**config.mk**
```make
export PLATFORM = sky130hd
export DESIGN_NAME = ctrl_out_stall
export DESIGN_NICKNAME = d
export VERILOG_FILES = /design/src/rtl/cep_pkg.sv /design/src/rtl/cep_rx_buf.sv /design/src/rtl/cep_hs_ctrl.sv /design/src/rtl/ctrl_out_stall.sv
export SDC_FILE = /design/constraint.sdc
export NUM_CORES = 1
export LEC_CHECK = 0
export BUFFER_PORTS_ARGS = -buffer_cell sky130_fd_sc_hd__buf_4
export CAP_MARGIN = 0
export CORE_ASPECT_RATIO = 0.7
export CORE_MARGIN = 2
export CORE_UTILIZATION = 61
export DETAILED_ROUTE_END_ITERATION = 12
export PLACE_DENSITY_LB_ADDON = 0.05
export SLEW_MARGIN = 20
export SYNTH_ARGS = -nofsm -noshare
export SYNTH_HDL_FRONTEND = slang
export SYNTH_SLANG_ARGS = --single-unit
```
**constraint.sdc**
```tcl
create_clock -name clk -period 3 [get_ports clk]
set_input_delay 0.15 -clock clk [delete_from_list [all_inputs] [get_ports clk]]
set_output_delay 0.15 -clock clk [all_outputs]
set_load 0.01 [all_outputs]
```
**src/rtl/cep_pkg.sv**
```systemverilog
package cep_pkg;

    localparam int unsigned BYTE_W = 8;

    typedef enum logic [1:0] {
        HS_NONE  = 2'b00,
        HS_ACK   = 2'b01,
        HS_NAK   = 2'b10,
        HS_STALL = 2'b11
    } hs_code_e;

    typedef struct packed {
        logic clr_rdy;
        logic set_dend;
        logic set_stall;
    } cpu_wr_t;

    typedef struct packed {
        logic stall_on;
        logic data_end;
        logic out_rdy;
    } ep_flags_t;

    // Handshake priority: forced stall / data end, then busy buffer, then accept.
    function automatic hs_code_e pick_hs(input ep_flags_t f);
        if (f.stall_on || f.data_end) return HS_STALL;
        if (f.out_rdy)                return HS_NAK;
        return HS_ACK;
    endfunction

    // The CPU must unload after a short packet or when a full packet no longer fits.
    function automatic logic want_unload(input logic [31:0] len,
                                         input logic [31:0] fill_after,
                                         input logic [31:0] mps,
                                         input logic [31:0] buf_bytes);
        return (len < mps) || ((fill_after + mps) > buf_bytes);
    endfunction

endpackage

```
**src/rtl/cep_rx_buf.sv**
```systemverilog
module cep_rx_buf
    import cep_pkg::*;
#(
    parameter int unsigned BUF_BYTES = 32,
    parameter int unsigned CNT_W     = $clog2(BUF_BYTES) + 1
) (
    input  logic              clk,
    input  logic              rst,
    input  logic              flush,
    input  logic              wr,
    input  logic [BYTE_W-1:0] wr_byte,
    input  logic              end_pkt,
    input  logic              commit,
    input  logic [CNT_W-1:0]  commit_len,
    input  logic              rd,
    output logic [BYTE_W-1:0] rd_data,
    output logic [CNT_W-1:0]  fill
);
    localparam int unsigned AW = (BUF_BYTES > 1) ? $clog2(BUF_BYTES) : 1;
    localparam logic [CNT_W-1:0] DEPTH = CNT_W'(BUF_BYTES);

    logic [BYTE_W-1:0] mem [BUF_BYTES];
    logic [CNT_W-1:0]  pend;
    logic [CNT_W-1:0]  rd_ptr;
    logic [CNT_W-1:0]  wr_idx;
    logic              wr_ok;

    assign wr_idx  = fill + pend;
    assign wr_ok   = wr && (wr_idx < DEPTH);
    assign rd_data = mem[rd_ptr[AW-1:0]];

    // Bytes land after the committed data; they count only once the packet is ACKed.
    always_ff @(posedge clk) begin
        if (wr_ok) mem[wr_idx[AW-1:0]] <= wr_byte;
    end

    always_ff @(posedge clk) begin
        if (rst || flush) begin
            pend   <= '0;
            rd_ptr <= '0;
            fill   <= '0;
        end else begin
            if (end_pkt)      pend <= '0;
            else if (wr_ok)   pend <= pend + CNT_W'(1);
            if (commit)       fill <= fill + commit_len;
            if (rd && (rd_ptr < fill)) rd_ptr <= rd_ptr + CNT_W'(1);
        end
    end

    p_fill_bound_r4: assert property (@(posedge clk) disable iff (rst)
        fill <= DEPTH);

    p_rd_in_range_r6: assert property (@(posedge clk) disable iff (rst)
        rd_ptr <= fill);

endmodule

```
**src/rtl/cep_hs_ctrl.sv**
```systemverilog
module cep_hs_ctrl
    import cep_pkg::*;
#(
    parameter int unsigned BUF_BYTES = 32,
    parameter int unsigned CNT_W     = $clog2(BUF_BYTES) + 1
) (
    input  logic             clk,
    input  logic             rst,
    input  logic             usb_reset,
    input  logic             setup_rx,
    input  cpu_wr_t          cpu,
    input  logic             rx_end,
    input  logic [CNT_W-1:0] rx_len,
    input  logic [CNT_W-1:0] maxp,
    input  logic [CNT_W-1:0] fill,
    output ep_flags_t        flags,
    output logic             commit,
    output logic             flush,
    output logic             hs_valid,
    output hs_code_e         hs_code
);
    hs_code_e    decision;
    logic        clear_all;
    logic        unload;
    logic [31:0] fill_after;

    assign decision   = pick_hs(flags);
    assign clear_all  = usb_reset || setup_rx;
    assign commit     = rx_end && (decision == HS_ACK) && !clear_all;
    assign flush      = clear_all || (cpu.clr_rdy && flags.out_rdy);
    assign fill_after = 32'(fill) + 32'(rx_len);
    assign unload     = want_unload(32'(rx_len), fill_after, 32'(maxp), 32'(BUF_BYTES));

    always_ff @(posedge clk) begin
        if (rst || clear_all) begin
            flags <= '0;
        end else begin
            if (cpu.set_dend)  flags.data_end <= 1'b1;
            if (cpu.set_stall) flags.stall_on <= 1'b1;
            if (cpu.clr_rdy)   flags.out_rdy  <= 1'b0;
            if (commit && unload) flags.out_rdy <= 1'b1;
        end
    end

    always_ff @(posedge clk) begin
        if (rst) begin
            hs_valid <= 1'b0;
            hs_code  <= HS_NONE;
        end else begin
            hs_valid <= rx_end;
            hs_code  <= rx_end ? decision : HS_NONE;
        end
    end

    p_dend_stalls_r7: assert property (@(posedge clk) disable iff (rst)
        (rx_end && flags.data_end) |=> (hs_valid && hs_code == HS_STALL));

    p_forced_stall_r8: assert property (@(posedge clk) disable iff (rst)
        (rx_end && flags.stall_on) |=> (hs_code == HS_STALL));

    p_short_sets_rdy_r3: assert property (@(posedge clk) disable iff (rst)
        (commit && (rx_len < maxp)) |=> flags.out_rdy);

    p_setup_clears_r9: assert property (@(posedge clk) disable iff (rst)
        clear_all |=> (!flags.data_end && !flags.stall_on && !flags.out_rdy));

    p_idle_code_r10: assert property (@(posedge clk) disable iff (rst)
        !hs_valid |-> (hs_code == HS_NONE));

endmodule

```
**src/rtl/ctrl_out_stall.sv**
```systemverilog
module ctrl_out_stall
    import cep_pkg::*;
#(
    parameter int unsigned BUF_BYTES = 32,
    parameter int unsigned CNT_W     = $clog2(BUF_BYTES) + 1
) (
    input  logic             clk,
    input  logic             rst,
    input  logic             usb_reset,
    input  logic             setup_rx,
    input  logic [CNT_W-1:0] maxp,
    input  logic             rx_wr,
    input  logic [7:0]       rx_byte,
    input  logic             rx_end,
    input  logic [CNT_W-1:0] rx_len,
    input  logic             cpu_rd,
    output logic [7:0]       cpu_data,
    input  logic             cpu_clr_rdy,
    input  logic             cpu_set_dend,
    input  logic             cpu_set_stall,
    output logic             out_rdy,
    output logic             data_end,
    output logic             stall_on,
    output logic [CNT_W-1:0] fill,
    output logic             hs_valid,
    output logic [1:0]       hs_code
);
    cpu_wr_t   cpu_w;
    ep_flags_t flags;
    logic      commit;
    logic      flush;
    hs_code_e  code_int;

    assign cpu_w = '{clr_rdy: cpu_clr_rdy, set_dend: cpu_set_dend, set_stall: cpu_set_stall};

    cep_hs_ctrl #(.BUF_BYTES(BUF_BYTES), .CNT_W(CNT_W)) u_ctrl (
        .clk       (clk),
        .rst       (rst),
        .usb_reset (usb_reset),
        .setup_rx  (setup_rx),
        .cpu       (cpu_w),
        .rx_end    (rx_end),
        .rx_len    (rx_len),
        .maxp      (maxp),
        .fill      (fill),
        .flags     (flags),
        .commit    (commit),
        .flush     (flush),
        .hs_valid  (hs_valid),
        .hs_code   (code_int)
    );

    cep_rx_buf #(.BUF_BYTES(BUF_BYTES), .CNT_W(CNT_W)) u_buf (
        .clk        (clk),
        .rst        (rst),
        .flush      (flush),
        .wr         (rx_wr),
        .wr_byte    (rx_byte),
        .end_pkt    (rx_end),
        .commit     (commit),
        .commit_len (rx_len),
        .rd         (cpu_rd),
        .rd_data    (cpu_data),
        .fill       (fill)
    );

    assign out_rdy  = flags.out_rdy;
    assign data_end = flags.data_end;
    assign stall_on = flags.stall_on;
    assign hs_code  = code_int;

    p_nak_keeps_fill_r5: assert property (@(posedge clk) disable iff (rst)
        (rx_end && out_rdy && !stall_on && !data_end && !cpu_clr_rdy && !setup_rx && !usb_reset)
        |=> (hs_code == 2'b10 && fill == $past(fill)));

    p_ack_grows_fill_r2: assert property (@(posedge clk) disable iff (rst)
        (rx_end && !out_rdy && !stall_on && !data_end && !setup_rx && !usb_reset)
        |=> (hs_code == 2'b01 && fill == $past(fill) + $past(rx_len)));

endmodule

```
---- Word level (Yosys, flattened, before mapping) ----
Memory sizes are Yosys's and may differ from the RTL's. A register that Yosys moved wholly into a read port is not among the register bits.
Index checks and enable logic that the tools add are counted.
word-level totals
  input port bits ......................... 30
  bits in latches ......................... 0
  logic and storage cells ................. 50
  output and inout port bits .............. 20
  memory bits (writable) .................. 256
  memories ................................ 1
  flip-flop bits (word level) ............. 24
  bits in read-only memories .............. 0
memory list
  name       words  width  read ports  clocked after memory_dff  write ports  line              text
  u_buf.mem  32     8      1           1                         1            cep_rx_buf.sv:22  logic [BYTE_W-1:0] mem [BUF_BYTES];
cells by class
  multipliers ............................. 0
  eq/ne operators ......................... 1
  $add $sub $neg .......................... 6
  bitwise logic cells ..................... 1
  $lt $le $gt $ge ......................... 4
  shifts and indexed selects .............. 0
  div/mod/pow operators ................... 0
  muxes and demuxes ....................... 13
  reduce and logical (&&, ||, !) cells .... 16
operators by type and width
  operator               number
  $add A32 B6 Y32        1
  $gt A32 B6 Y1 const B  1
  $add A6 B1 Y6 const B  2
  $add A6 B6 Y6          2
  $lt A6 B6 Y1           2
  $mux W5                2
  $mux W2                4
  $add A6 B6 Y7          1
  $mux W1                7
  $logic_and A1 B1 Y1    6
  $logic_or A1 B1 Y1     6
  $lt A6 B6 Y1 const B   1
  $reduce_or A2 Y1       2
  $eq A2 B1 Y1 const B   1
  $reduce_bool A2 Y1     1
  $logic_not A1 Y1       1
  $not A1 Y1             1

---- Logic depth before layout (Yosys ltp) ----
  depth after elaboration ................. 10
  depth in mapped cells ................... 11
  depth with buffers taken out ............ 11

---- Modules after synthesis ----
Synthesis repeated with hierarchy kept, for this count alone.
second synthesis, totals
  cells, all modules ...................... 662
  area, all modules ....................... 12,137.9 µm²
modules (own cells, without submodules)
  module       area each (µm²)  cells an instance  instances  sequential area each (µm²)
  cep_rx_buf   11,467.2         588                1          8,147.8
  cep_hs_ctrl  670.6            74                 1          120.1

---- Least setup slack after synthesis ----
OpenSTA, ideal clock, no wires.
  path type ............................... reg2reg
  start ................................... register u_buf.fill[0]
  end ..................................... register u_ctrl.flags[0] (netlist name)
  clock period less this slack ............ 2,832 ps
  cell stages (with the launch flop) ...... 10
  library setup time ...................... 127 ps
  setup slack ............................. 168 ps
  arrival time ............................ 2,705 ps
  path buffers ............................ 0
  data required time ...................... 2,873 ps
  cells stage by stage .................... dfxtp_1 -> ha_1 -> fa_1 -> fa_1 -> a211oi_1 -> nor2_1 -> xor2_1 -> or4_1 -> o21ai_0 -> a31oi_1
between the ends
  cells in the longest elaborated chain, start to end .. 6
  elaborated cells on any way between the ends .. 7
  classes of those cells .................. add/sub: 2; order compare: 1; mux: 1; reduce/logical: 3
RTL lines
  element                                        line               text
  start: declaration                             cep_rx_buf.sv:17   output logic [CNT_W-1:0] fill
  start signal: assignment                       cep_rx_buf.sv:45   if (commit) fill <= fill + commit_len;
  $add A6 B6 Y7 (*)                              cep_hs_ctrl.sv:31  assign fill_after = 32'(fill) + 32'(rx_len);
  named net u_ctrl.fill_after[1]                 cep_hs_ctrl.sv:25  logic [31:0] fill_after;
  $add A32 B6 Y32 (*)                            cep_pkg.sv:36      return (len < mps) || ((fill_after + mps) > buf_bytes);
  $gt A32 B6 Y1 (*)                              cep_pkg.sv:36
  $logic_or A1 B1 Y1 (*)                         cep_pkg.sv:36
  $logic_and A1 B1 Y1 (*)                        cep_hs_ctrl.sv:41  if (commit && unload) flags.out_rdy <= 1'b1;
  $mux W1 or $reduce_bool A2 Y1 (tied branches)  n/a
Mark *: on every way through the listed nets, which the timed path passes. The rest lies on a longest branch.
A chain may end at the register's enable or synchronous reset.

==> results.tsv <==
stage	metric	value	unit
outcome	status	finished, violations left	
outcome	failing checks	negative hold slack	
final_layout	share of cells above drive strength 1	0.310	
placement	hpwl dp	16.6	mm
sta	fin worst setup slack	0.0447	ns
drt	DR vias/cell	6.18	
cts	Worst-path clk slew	0.06	ns
critical_path	CP most frequent cell	mux4_2	
die	core area	19000	um2
final_layout	nets@finish	824	
drt	Post-Route WL	26.2	mm
worst_hold_path	Hold Crit Class	primary input to flop	
die	Initial Util	0.624	
critical_path	max incr delay on CP	0.59	ns
yosys	area share of the largest cell type after synthesis	0.650	
sta	Hold Slack	-0.00422	ns
final_layout	fin util	0.733	
critical_path	crit path kind	flop to output port	
global_routing	global-route usage over all layers	0.266	
yosys	Synth cell types	43	
die	die width	170	um
drt	Residual DRC	0	
cts	htree depth	1	
global_routing	initial antenna violation count	0	
yosys	Yosys top cell by area	edfxtp_1	
sta	worst rel slew slack	0.457	
sta	final setup fails	0	
placement	placed instance area	12800	um2
drt	1st-iter DRT viols	807	
critical_path	Critical Path AT	2.81	ns
final_layout	Non-Filler Instances	1045	
sta	Final Cycle Share	0.985	
placement	DP Cell Count	986	
critical_path	Setup crit start kind	flop	
global_routing	largest net degree at the start of global routing	65	
placement	pre-CTS WS	0.0393	ns
final_layout	FILL cells	1131	
drt	Antenna Violating Nets Remaining	0	
yosys	EDFF count, synth	256	
power_and_ir_drop	leakage power	4.67	nW
critical_path	critical-path cell list	buf_12 > mux4_2 > mux4_2 > mux2_2 > buf_4	
global_routing	vias in the first global route	6436	
sta	Pins Over Slew Limit	0	
sta	Setup Total Neg Slack	0	ns
final_layout	Area Growth Syn to Fin	17.5	%
placement	RD Place Congestion	0.886	
yosys	Syn Std Cell Area	11800	um2
die	num ports	50	
yosys	syn nets	708	
sta	Fin. Hold Viols	1	
final_layout	n_diodes	0	
critical_path	Worst Setup End Kind	output port	
power_and_ir_drop	worst IR drop on VDD	0.000577	V
critical_path	Req. time, crit path	2.85	ns
yosys	main area contributors after synthesis	edfxtp_1, mux4_2, dfxtp_1	
cts	Bufs on Longest Clock Path	3	
cts	CTS Buf Count	27	
yosys	Post-synth top cells	edfxtp_1, mux4_2, nor2_1, nand2_1	
cts	total clock sinks	285	
yosys	top-count cell post-synth	edfxtp_1	
power_and_ir_drop	total power	8.15	mW
global_routing	global-route wire length before repair	39.5	mm
final_layout	final instance area	13900	um2
run	Max-cap violations	0	
die	die outline height	121	um
drt	Initial DRT Pass Iterations	5	
critical_path	Critical-path top delay cell	mux4_2	
sta	Max Clock Skew	0.0130	ns
cts	Skew-Pair Late Insertion Delay	0.54	ns
yosys	yosys warns	0	
placement	Port-buffer cells	49	
cts	CTS tree	built	
yosys	Synth Instances	646	
yosys	Syn Area/Cell	18.3	um2
drt	Avg WL per Cell	25.1	um
drt	via count	6459	
sta	Tightest Pin Transition	0.814	ns
yosys	post-synthesis sequential area ratio	0.699	
die	Core Rows	42	
power_and_ir_drop	pwr/cell area	586	nW/um2
yosys	post-synthesis async set-or-reset flop share	0	
sta	setup repair after global routing missed its margin	true	
yosys	Main synth FF type	edfxtp_1	
cts	Root Driver	clkbuf_16	
sta	Fmax	338	MHz
die	Die ar.	20500	um2
global_routing	GRT overflow	0	
yosys	register bit total from synthesis	285	
sta	Period minus WS final	2.96	ns
critical_path	Max FO, Critical Path	17	
## metal layers
metal,share of wire,GRT usage
met5,0,0
met4,0.019,0.0630
met3,0.088,0.0534
met2,0.45,0.397
met1,0.44,0.415
## worst max-delay path: cells and delay by family (launching register included)
kind                   cells  cell delay [ns]
buffers and inverters      2             0.37
DFF                        1             0.47
muxes                      3             1.40
## cell families (layout without fill, tap and decap cells)
| logic type | after synthesis | after routing | share of synthesized area |
|---|---|---|---|
| DFF | 285 | 285 | 0.699 |
| and+or+nand+nor | 127 | 127 | 0.0465 |
| muxes | 90 | 90 | 0.162 |
| AOI/OAI and AO/OA | 56 | 56 | 0.0298 |
| buffers and inverters | 39 | 174 | 0.0151 |
| adders and majority gates | 32 | 32 | 0.0357 |
| xor gates and xnor gates | 17 | 17 | 0.0126 |
## power by group
part           switching (mW)  leakage, nW  internal [mW]  total [mW]
sequential            0.00857         2.55           4.34        4.35
combinational           0.187         1.69          0.130       0.317
clock                    1.41        0.438           2.08        3.49
total                    1.61         4.67           6.54        8.15
## flip-flops by register name, indices dropped and copies added (netlist names), named ones only
name / count
u_buf.pend: 6
u_buf.mem: 256
u_buf.fill: 6
u_buf.rd_ptr: 6
u_ctrl.hs_valid: 1
u_ctrl.hs_code: 2
u_ctrl.flags: 3
## area by class of cell
type | instances | area [um2] | share of cell area
tap | 264 | 330 | 0.0238
clock buffer | 31 | 691 | 0.0497
sequential | 285 | 8270 | 0.595
multi-input combinational | 322 | 3420 | 0.246
timing repair buffer | 110 | 916 | 0.0659
inverter | 16 | 60.1 | 0.00432
clock inverter | 17 | 214 | 0.0154
## cells in the final DEF (no fill, tap or decap), types with 2 or more instances in the layout
cell and count:
a31o_2 2, nand3_1 7, bufinv_16 5, buf_4 99, mux2i_1 2, edfxtp_1 256, or4_1 2, nor3_1 6
a211oi_1 4, clkinvlp_4 2, a21oi_2 2, fa_1 2, nor2b_1 2, clkbuf_1 4, dlygate4sd3_1 6, mux2_2 7
clkbuf_16 28, o21a_1 3, dfxtp_1 27, clkinv_2 5, nand2_1 34, nor2_1 61, nor4_1 2, buf_12 3
ha_1 29, a21o_1 6, xor2_1 6, or3_1 5, mux4_2 80, xnor2_1 10, a211oi_2 2, nand2b_1 4
a21oi_1 17, inv_1 16, clkinv_1 4, o21ai_0 9, o21bai_1 3
## repair_timing
action                     4_1_cts  5_1_grt
setup buffers                    2        2
hold buffers                     6        0
gates resized for setup          0        8
cloned                           0        1
setup endpoints to repair        8       29
pin swaps                        0        1
hold endpoints to repair         5        0
## worst paths after layout
kind                                 startpoint         endpoint  slack, ns  cells after the start
worst max register to register    u_buf.fill[0]  u_ctrl.flags[0]       0.09                      9
worst max-delay path                       flop      cpu_data[0]       0.04                      5
worst min register to register  u_buf.rd_ptr[5]  u_buf.rd_ptr[5]       0.51                      2
worst min-delay path                  usb_reset  u_ctrl.flags[0]     -0.004                      4
(Power assumes the default switching activity.)
